**config.mk**
```make
export PLATFORM = sky130hd
export DESIGN_NAME = serial_audio_rx
export DESIGN_NICKNAME = d
export VERILOG_FILES = /design/src/rtl/audio_rx_pkg.sv /design/src/rtl/arx_sync_bank.sv /design/src/rtl/arx_slot_ctrl.sv /design/src/rtl/arx_word_asm.sv /design/src/rtl/serial_audio_rx.sv
export SDC_FILE = /design/constraint.sdc
export NUM_CORES = 1
export LEC_CHECK = 0
export ABC_AREA = 1
export BUFFER_PORTS_ARGS = -buffer_cell sky130_fd_sc_hd__buf_2
export CAP_MARGIN = 20
export CORE_ASPECT_RATIO = 0.6
export CORE_UTILIZATION = 57
export CTS_CLUSTER_DIAMETER = 100
export CTS_CLUSTER_SIZE = 14
export DETAILED_ROUTE_END_ITERATION = 7
export PLACE_DENSITY = 0.9
export SETUP_SLACK_MARGIN = 0.1
export SYNTH_ARGS = -nofsm -noshare
export SYNTH_HDL_FRONTEND = slang
export SYNTH_HIERARCHICAL = 1
export SYNTH_SLANG_ARGS = --single-unit
```
**constraint.sdc**
```tcl
create_clock -name clk -period 3.1 [get_ports clk]
set_input_delay 0.465 -clock clk [delete_from_list [all_inputs] [get_ports clk]]
set_output_delay 0.465 -clock clk [all_outputs]
set_load 0.02 [all_outputs]
```
**src/rtl/audio_rx_pkg.sv**
```systemverilog
package audio_rx_pkg;

  // Framing codes; the values are the external selection code.
  typedef enum logic [1:0] {
    FMT_MSB20 = 2'b00,
    FMT_I2S20 = 2'b01,
    FMT_LSB20 = 2'b10,
    FMT_LSB16 = 2'b11
  } rx_fmt_e;

endpackage

```
**src/rtl/arx_sync_bank.sv**
```systemverilog
// Multi-flop synchronizers for a bank of asynchronous lines; the first
// EDGE_LINES lines also get a delayed copy for edge detection.
module arx_sync_bank #(
  parameter int LINES      = 3,
  parameter int EDGE_LINES = 2,
  parameter int STAGES     = 2
) (
  input  logic                  clk,
  input  logic                  rst_n,
  input  logic [LINES-1:0]      async_i,
  output logic [LINES-1:0]      sync_o,
  output logic [EDGE_LINES-1:0] prev_o
);

  for (genvar g = 0; g < LINES; g++) begin : g_line
    logic [STAGES-1:0] chain_q;

    always_ff @(posedge clk or negedge rst_n) begin
      if (!rst_n) begin
        chain_q <= '0;
      end else begin
        chain_q <= {chain_q[STAGES-2:0], async_i[g]};
      end
    end

    assign sync_o[g] = chain_q[STAGES-1];

    if (g < EDGE_LINES) begin : g_edge
      logic prev_q;
      always_ff @(posedge clk or negedge rst_n) begin
        if (!rst_n) begin
          prev_q <= 1'b0;
        end else begin
          prev_q <= chain_q[STAGES-1];
        end
      end
      assign prev_o[g] = prev_q;
    end
  end

endmodule

```
**src/rtl/arx_slot_ctrl.sv**
```systemverilog
// Slot counter, per-half-frame format latch and capture-window decode.
module arx_slot_ctrl
  import audio_rx_pkg::*;
#(
  parameter int SLOTS   = 32,
  parameter int WORD_W  = 20,
  parameter int SHORT_W = 16,
  parameter int CNT_W   = $clog2(SLOTS) + 1
) (
  input  logic             clk,
  input  logic             rst_n,
  input  logic             sck_lvl,
  input  logic             sck_prev,
  input  logic             ws_lvl,
  input  logic             ws_prev,
  input  logic [1:0]       fmt_sel_i,
  input  logic             i2s_force_i,
  output logic             sck_rise,
  output logic             ws_edge,
  output logic             bit_take,
  output logic             bit_last,
  output logic             is_right,
  output logic             is_short,
  output logic [CNT_W-1:0] slot_cnt,
  output rx_fmt_e          cur_fmt
);

  localparam logic [CNT_W-1:0] CNT_MAX    = '1;
  localparam logic [CNT_W-1:0] ONE        = CNT_W'(1);
  localparam logic [CNT_W-1:0] LO_MSB     = '0;
  localparam logic [CNT_W-1:0] LO_I2S     = ONE;
  localparam logic [CNT_W-1:0] LO_LSB20   = CNT_W'(SLOTS - WORD_W);
  localparam logic [CNT_W-1:0] LO_LSB16   = CNT_W'(SLOTS - SHORT_W);
  localparam logic [CNT_W-1:0] LEN_LONG   = CNT_W'(WORD_W);
  localparam logic [CNT_W-1:0] LEN_SHORT  = CNT_W'(SHORT_W);

  logic [CNT_W-1:0] cnt_q, cnt_d;
  rx_fmt_e          fmt_q, fmt_d, eff_fmt;
  logic             right_q, right_d;
  logic [CNT_W-1:0] win_lo, win_len, win_end, win_last;
  logic             in_win;

  // edge detection on synchronized lines
  assign sck_rise = sck_lvl & ~sck_prev;
  assign ws_edge  = ws_lvl ^ ws_prev;
  assign eff_fmt  = i2s_force_i ? FMT_I2S20 : rx_fmt_e'(fmt_sel_i);

  // next-state logic
  always_comb begin
    cnt_d   = cnt_q;
    fmt_d   = fmt_q;
    right_d = right_q;
    if (ws_edge) begin
      cnt_d   = '0;
      fmt_d   = eff_fmt;
      right_d = (eff_fmt == FMT_I2S20) ? ws_lvl : ~ws_lvl;
    end else if (sck_rise && (cnt_q != CNT_MAX)) begin
      cnt_d = cnt_q + ONE;
    end
  end

  always_ff @(posedge clk or negedge rst_n) begin
    if (!rst_n) begin
      cnt_q   <= CNT_MAX;
      fmt_q   <= FMT_MSB20;
      right_q <= 1'b0;
    end else begin
      cnt_q   <= cnt_d;
      fmt_q   <= fmt_d;
      right_q <= right_d;
    end
  end

  // capture window of the format in force
  always_comb begin
    unique case (fmt_q)
      FMT_MSB20: begin win_lo = LO_MSB;   win_len = LEN_LONG;  end
      FMT_I2S20: begin win_lo = LO_I2S;   win_len = LEN_LONG;  end
      FMT_LSB20: begin win_lo = LO_LSB20; win_len = LEN_LONG;  end
      default:   begin win_lo = LO_LSB16; win_len = LEN_SHORT; end
    endcase
    win_end  = win_lo + win_len;
    win_last = win_end - ONE;
    in_win   = (cnt_q >= win_lo) && (cnt_q < win_end);
  end

  assign bit_take = sck_rise & in_win & ~ws_edge;
  assign bit_last = bit_take & (cnt_q == win_last);
  assign is_right = right_q;
  assign is_short = (fmt_q == FMT_LSB16);
  assign slot_cnt = cnt_q;
  assign cur_fmt  = fmt_q;

endmodule

```
**src/rtl/arx_word_asm.sv**
```systemverilog
// Shift register and left/right word assembly with frame strobe.
module arx_word_asm #(
  parameter int WORD_W  = 20,
  parameter int SHORT_W = 16
) (
  input  logic              clk,
  input  logic              rst_n,
  input  logic              bit_take,
  input  logic              bit_last,
  input  logic              is_right,
  input  logic              is_short,
  input  logic              sd,
  output logic [WORD_W-1:0] left_o,
  output logic [WORD_W-1:0] right_o,
  output logic              frame_valid_o
);

  localparam int PAD_W = WORD_W - SHORT_W;

  logic [WORD_W-1:0] shreg_q, shreg_d, word;
  logic [WORD_W-1:0] left_q, right_q;
  logic              seen_q, seen_d;
  logic              valid_q, valid_d;
  logic              left_en, right_en;

  always_comb begin
    shreg_d  = bit_take ? {shreg_q[WORD_W-2:0], sd} : shreg_q;
    word     = is_short ? {shreg_d[SHORT_W-1:0], {PAD_W{1'b0}}} : shreg_d;
    left_en  = bit_last & ~is_right;
    right_en = bit_last &  is_right;
    valid_d  = right_en & seen_q;
    seen_d   = seen_q;
    if (left_en) begin
      seen_d = 1'b1;
    end else if (right_en) begin
      seen_d = 1'b0;
    end
  end

  always_ff @(posedge clk or negedge rst_n) begin
    if (!rst_n) begin
      shreg_q <= '0;
      seen_q  <= 1'b0;
      valid_q <= 1'b0;
    end else begin
      shreg_q <= shreg_d;
      seen_q  <= seen_d;
      valid_q <= valid_d;
    end
  end

  always_ff @(posedge clk or negedge rst_n) begin
    if (!rst_n) begin
      left_q <= '0;
    end else if (left_en) begin
      left_q <= word;
    end
  end

  always_ff @(posedge clk or negedge rst_n) begin
    if (!rst_n) begin
      right_q <= '0;
    end else if (right_en) begin
      right_q <= word;
    end
  end

  assign left_o        = left_q;
  assign right_o       = right_q;
  assign frame_valid_o = valid_q;

endmodule

```
**src/rtl/serial_audio_rx.sv**
```systemverilog
module serial_audio_rx
  import audio_rx_pkg::*;
#(
  parameter int WORD_W      = 20,
  parameter int SHORT_W     = 16,
  parameter int SLOTS       = 32,
  parameter int SYNC_STAGES = 2
) (
  input  logic              clk,
  input  logic              rst_n,
  input  logic              sck_i,
  input  logic              ws_i,
  input  logic              sd_i,
  input  logic [1:0]        fmt_sel_i,
  input  logic              i2s_force_i,
  output logic [WORD_W-1:0] left_o,
  output logic [WORD_W-1:0] right_o,
  output logic              frame_valid_o
);

  localparam int CNT_W = $clog2(SLOTS) + 1;

  logic [2:0]       sync_lines;
  logic [1:0]       prev_lines;
  logic             sck_rise, ws_edge;
  logic             bit_take, bit_last, is_right, is_short;
  logic [CNT_W-1:0] slot_cnt;
  rx_fmt_e          cur_fmt;

  arx_sync_bank #(
    .LINES      (3),
    .EDGE_LINES (2),
    .STAGES     (SYNC_STAGES)
  ) u_sync (
    .clk     (clk),
    .rst_n   (rst_n),
    .async_i ({sd_i, ws_i, sck_i}),
    .sync_o  (sync_lines),
    .prev_o  (prev_lines)
  );

  arx_slot_ctrl #(
    .SLOTS   (SLOTS),
    .WORD_W  (WORD_W),
    .SHORT_W (SHORT_W),
    .CNT_W   (CNT_W)
  ) u_ctrl (
    .clk         (clk),
    .rst_n       (rst_n),
    .sck_lvl     (sync_lines[0]),
    .sck_prev    (prev_lines[0]),
    .ws_lvl      (sync_lines[1]),
    .ws_prev     (prev_lines[1]),
    .fmt_sel_i   (fmt_sel_i),
    .i2s_force_i (i2s_force_i),
    .sck_rise    (sck_rise),
    .ws_edge     (ws_edge),
    .bit_take    (bit_take),
    .bit_last    (bit_last),
    .is_right    (is_right),
    .is_short    (is_short),
    .slot_cnt    (slot_cnt),
    .cur_fmt     (cur_fmt)
  );

  arx_word_asm #(
    .WORD_W  (WORD_W),
    .SHORT_W (SHORT_W)
  ) u_asm (
    .clk           (clk),
    .rst_n         (rst_n),
    .bit_take      (bit_take),
    .bit_last      (bit_last),
    .is_right      (is_right),
    .is_short      (is_short),
    .sd            (sync_lines[2]),
    .left_o        (left_o),
    .right_o       (right_o),
    .frame_valid_o (frame_valid_o)
  );

endmodule

```
==> impl_metrics.env <==
export IMPL_syn_nets=456
export IMPL_fp_dieH_um=64.3
export IMPL_startpoint_type="flop"
export IMPL_ir_worst_vdd_uv=402
export IMPL_cp_end_kind="flop"
export IMPL_ys_ff_latch=79
export IMPL_wl_per_cell_um=14.0
export IMPL_leakagePower_nw=2.45
export IMPL_seq_area_frac_synth_pct=53.7
export IMPL_drt_total_wl_mm=8.04
export IMPL_gp_congestion=0.943
export IMPL_p_per_area_nw_per_um2=543
export IMPL_finalSetupViolations=0
export IMPL_ant_nets=0
export IMPL_grt_first_pass_wirelength_mm=13.0
export IMPL_critPathMaxFanout=10
export IMPL_cts_clk_slew_worst_paths_ps=80
export IMPL_postSynthCellCount=437
export IMPL_swShare_pct=25.9
export IMPL_htree_num_levels=3
export IMPL_wl_met3_um=652
export IMPL_final_min_clock_period_ps=2730
export IMPL_drc=0
export IMPL_required_ps=3340
export IMPL_hold_path_class="primary input to flop"
export IMPL_syn_to_final_growth_pct=14.1
export IMPL_internal_power_w=0.00169
export IMPL_met2_length_mm=3.51
export IMPL_num_io_pins=49
export IMPL_tns_ps=0
export IMPL_antenna_cells=0
export IMPL_grt_overflow=0
export IMPL_wl_met1_mm=3.79
export IMPL_nets=503
export IMPL_tritoncts="built"
export IMPL_dp_cells=553
export IMPL_worst_slew_pin_slew_ps=948
export IMPL_period_share_pct=88.0
export IMPL_clock_sinks=79
export IMPL_fp_dieArea_um2=6810
export IMPL_cts_buffer_depth=2
export IMPL_yosysUniqueCellTypes=30
export IMPL_sequentialPowerShare_pct=48.8
export IMPL_dp_hpwl_mm=5.49
export IMPL_antenna_found_initial=0
export IMPL_status="completed"
export IMPL_start_util_pct=59.6
export IMPL_port_buffers=48
export IMPL_root_buffer="clkbuf_8"
export IMPL_cap_violations=0
export IMPL_core_area_um2=6190
export IMPL_maxClockFrequency_mhz=366
export IMPL_slew_violations=0
export IMPL_setup_ws_ps=371
export IMPL_drive_above_1_share_pct=19.4
export IMPL_grt_max_degree=80
export IMPL_power_frac_comb_pct=11.3
export IMPL_highest_layer="met4"
export IMPL_place_ws_ps=410
export IMPL_grt_pass1_vias=2791
export IMPL_vias=3091
export IMPL_crit_arrival_ps=2970
export IMPL_ys_warn_count=6
export IMPL_whs_ps=213
export IMPL_syn_cell_area_um2=3690
export IMPL_p_switching_w=0.000593
export IMPL_hold_viol_final=0
export IMPL_viasPerCell=5.39
export IMPL_fin_cells=573
export IMPL_drt_pass1_iterations=5
export IMPL_p_clk_share_pct=39.9
export IMPL_die_width_um=106
export IMPL_rsz0062_at_grt="false"
export IMPL_crit_type="flop to flop"
export IMPL_drt_iter0_drc=245
export IMPL_grt_use_total_pct=25.5
export IMPL_numCtsBuffers=9
export IMPL_syn_avg_cell_area_um2=8.45
export IMPL_finClkSkew_ps=6.37
export IMPL_report_power_total_w=0.00229
export IMPL_num_rows=22
export IMPL_clk_latency_ps=350
export IMPL_slew_headroom_pct=36.8
[flip-flops by register name, indices dropped and copies added, names as in the netlist]
signal and cells:
u_asm/shreg_q 20, u_asm/left_o 20, u_asm/seen_q 1, u_asm/right_o 20, u_ctrl/slot_cnt 6, u_ctrl/is_right 1
u_asm/frame_valid_o 1, u_ctrl/cur_fmt 2, u_sync/g_line.chain_q 6, u_sync/g_line.g_edge.prev_q 2
[through the flow]
stage          utilization (%)  instance area (µm²)
2_1_floorplan                -                 3690
3_5_place_dp              63.4                 3930
3_3_place_gp              63.4                 3930
4_1_cts                   67.3                 4170
6_report                  68.0                 4210
5_1_grt                   68.0                 4210
[power by group through the flow]
stage	sequential (W)	clock (W)	combinational (W)
floorplan	0.00113	0	0.000199
global placement	0.00113	0	0.000245
detailed placement	0.00113	0	0.000255
CTS	0.00111	0.000934	0.000256
global route	0.00112	0.000979	0.000293
finish	0.00112	0.000913	0.000259
[layout make-up]
| cell class | count | area (µm²) |
|---|---|---|
| multi-input combinational | 307 | 1450 |
| clock buffer | 9 | 124 |
| fill | 494 | 1980 |
| inverter | 30 | 119 |
| clock inverter | 7 | 119 |
| timing repair buffer | 56 | 307 |
| timing repair inverter | 1 | 7.51 |
| sequential | 79 | 1980 |
| tap | 84 | 105 |
[critical path, stage by stage (launching register included)]
cell and delay [ps]:
dfrtp_1 430, inv_1 90, nor2_1 140, inv_1 100, ha_1 350, ha_1 300
nand2_1 70, nand2_1 40, nand2_1 50, nand2_1 50, nand2_1 50, nand3_1 100
nor2_1 140, inv_1 100, nor2_4 190, clkinvlp_4 110, buf_4 190, nand2_1 70
nand2_1 50
[worst paths after layout]
kind,from,endpoint,slack (ps),cells after the start
min in group asynchronous,rst_n,u_asm/shreg_q[12],270,1
max in group asynchronous,rst_n,u_asm/right_o[11],2240,1
hold reg to reg,u_sync/g_line[0].chain_q[0],u_sync/g_line[0].chain_q[1],350,0
setup / recovery,u_ctrl/cur_fmt[1],u_asm/left_o[14],370,18
setup reg to reg,u_ctrl/cur_fmt[1],u_asm/left_o[14],370,18
hold / removal,sck_i,u_sync/g_line[0].chain_q[0],210,1
[cell families (layout without fill, tap and decap cells)]
family / count (synthesis) / count (layout) / share of synthesized area [%]
buf+inv: 51 / 103 / 7.22
compound gates: 16 / 16 / 2.78
simple gates: 278 / 278 / 32.1
flops: 79 / 79 / 53.7
fa+ha+maj: 11 / 11 / 3.73
xor+xnor: 2 / 2 / 0.475
[cell usage in the layout (no fill, tap or decap), types with 2 or more instances in the layout]
cell and count:
ha_1 11, o21ai_1 2, nor3_1 4, dfstp_2 6, buf_2 47, o21ai_0 4
buf_4 8, nand2_1 175, nand3_1 80, clkbuf_8 9, xor2_1 2, a21oi_1 5
dfrtp_1 73, inv_2 6, nand4_1 2, nor2_1 10, inv_1 22, clkinvlp_4 4
nor2_4 2, bufinv_16 3
[cells in the mapped netlist]
library cell / n / area share [%]
a21oi_1: 5 / 0.68
buf_2: 7 / 0.95
buf_4: 7 / 1.4
buf_6: 5 / 1.5
clkbuf_1: 2 / 0.20
dfrtp_1: 73 / 49
dfstp_2: 6 / 4.3
ha_1: 11 / 3.7
inv_1: 25 / 2.5
inv_2: 4 / 0.41
inv_4: 1 / 0.17
nand2_1: 175 / 18
nand2_4: 1 / 0.30
nand3_1: 80 / 11
nand3_2: 1 / 0.27
nand3b_1: 1 / 0.20
nand4_1: 2 / 0.34
nor2_1: 11 / 1.1
nor2_2: 1 / 0.17
nor2_4: 1 / 0.30
nor3_1: 4 / 0.54
o211ai_1: 1 / 0.20
o21ai_0: 4 / 0.54
o21ai_1: 2 / 0.27
o21ai_2: 1 / 0.24
o21ai_4: 1 / 0.44
o21bai_1: 1 / 0.20
o31ai_1: 1 / 0.20
or2_2: 1 / 0.17
xor2_1: 2 / 0.47
[per-layer routing]
layer  up-vias  GRT usage [%]
li1       1496              -
met1      1448           35.3
met2       133           37.5
met3        14           8.88
met4         0           8.68
met5         -              0
[repair_timing]
item,in CTS,in global routing
hold buffers,0,0
setup endpoints to repair,0,28
setup buffers,0,3
gates resized for setup,0,7
Note: power is estimated with default switching activity, not from simulation.
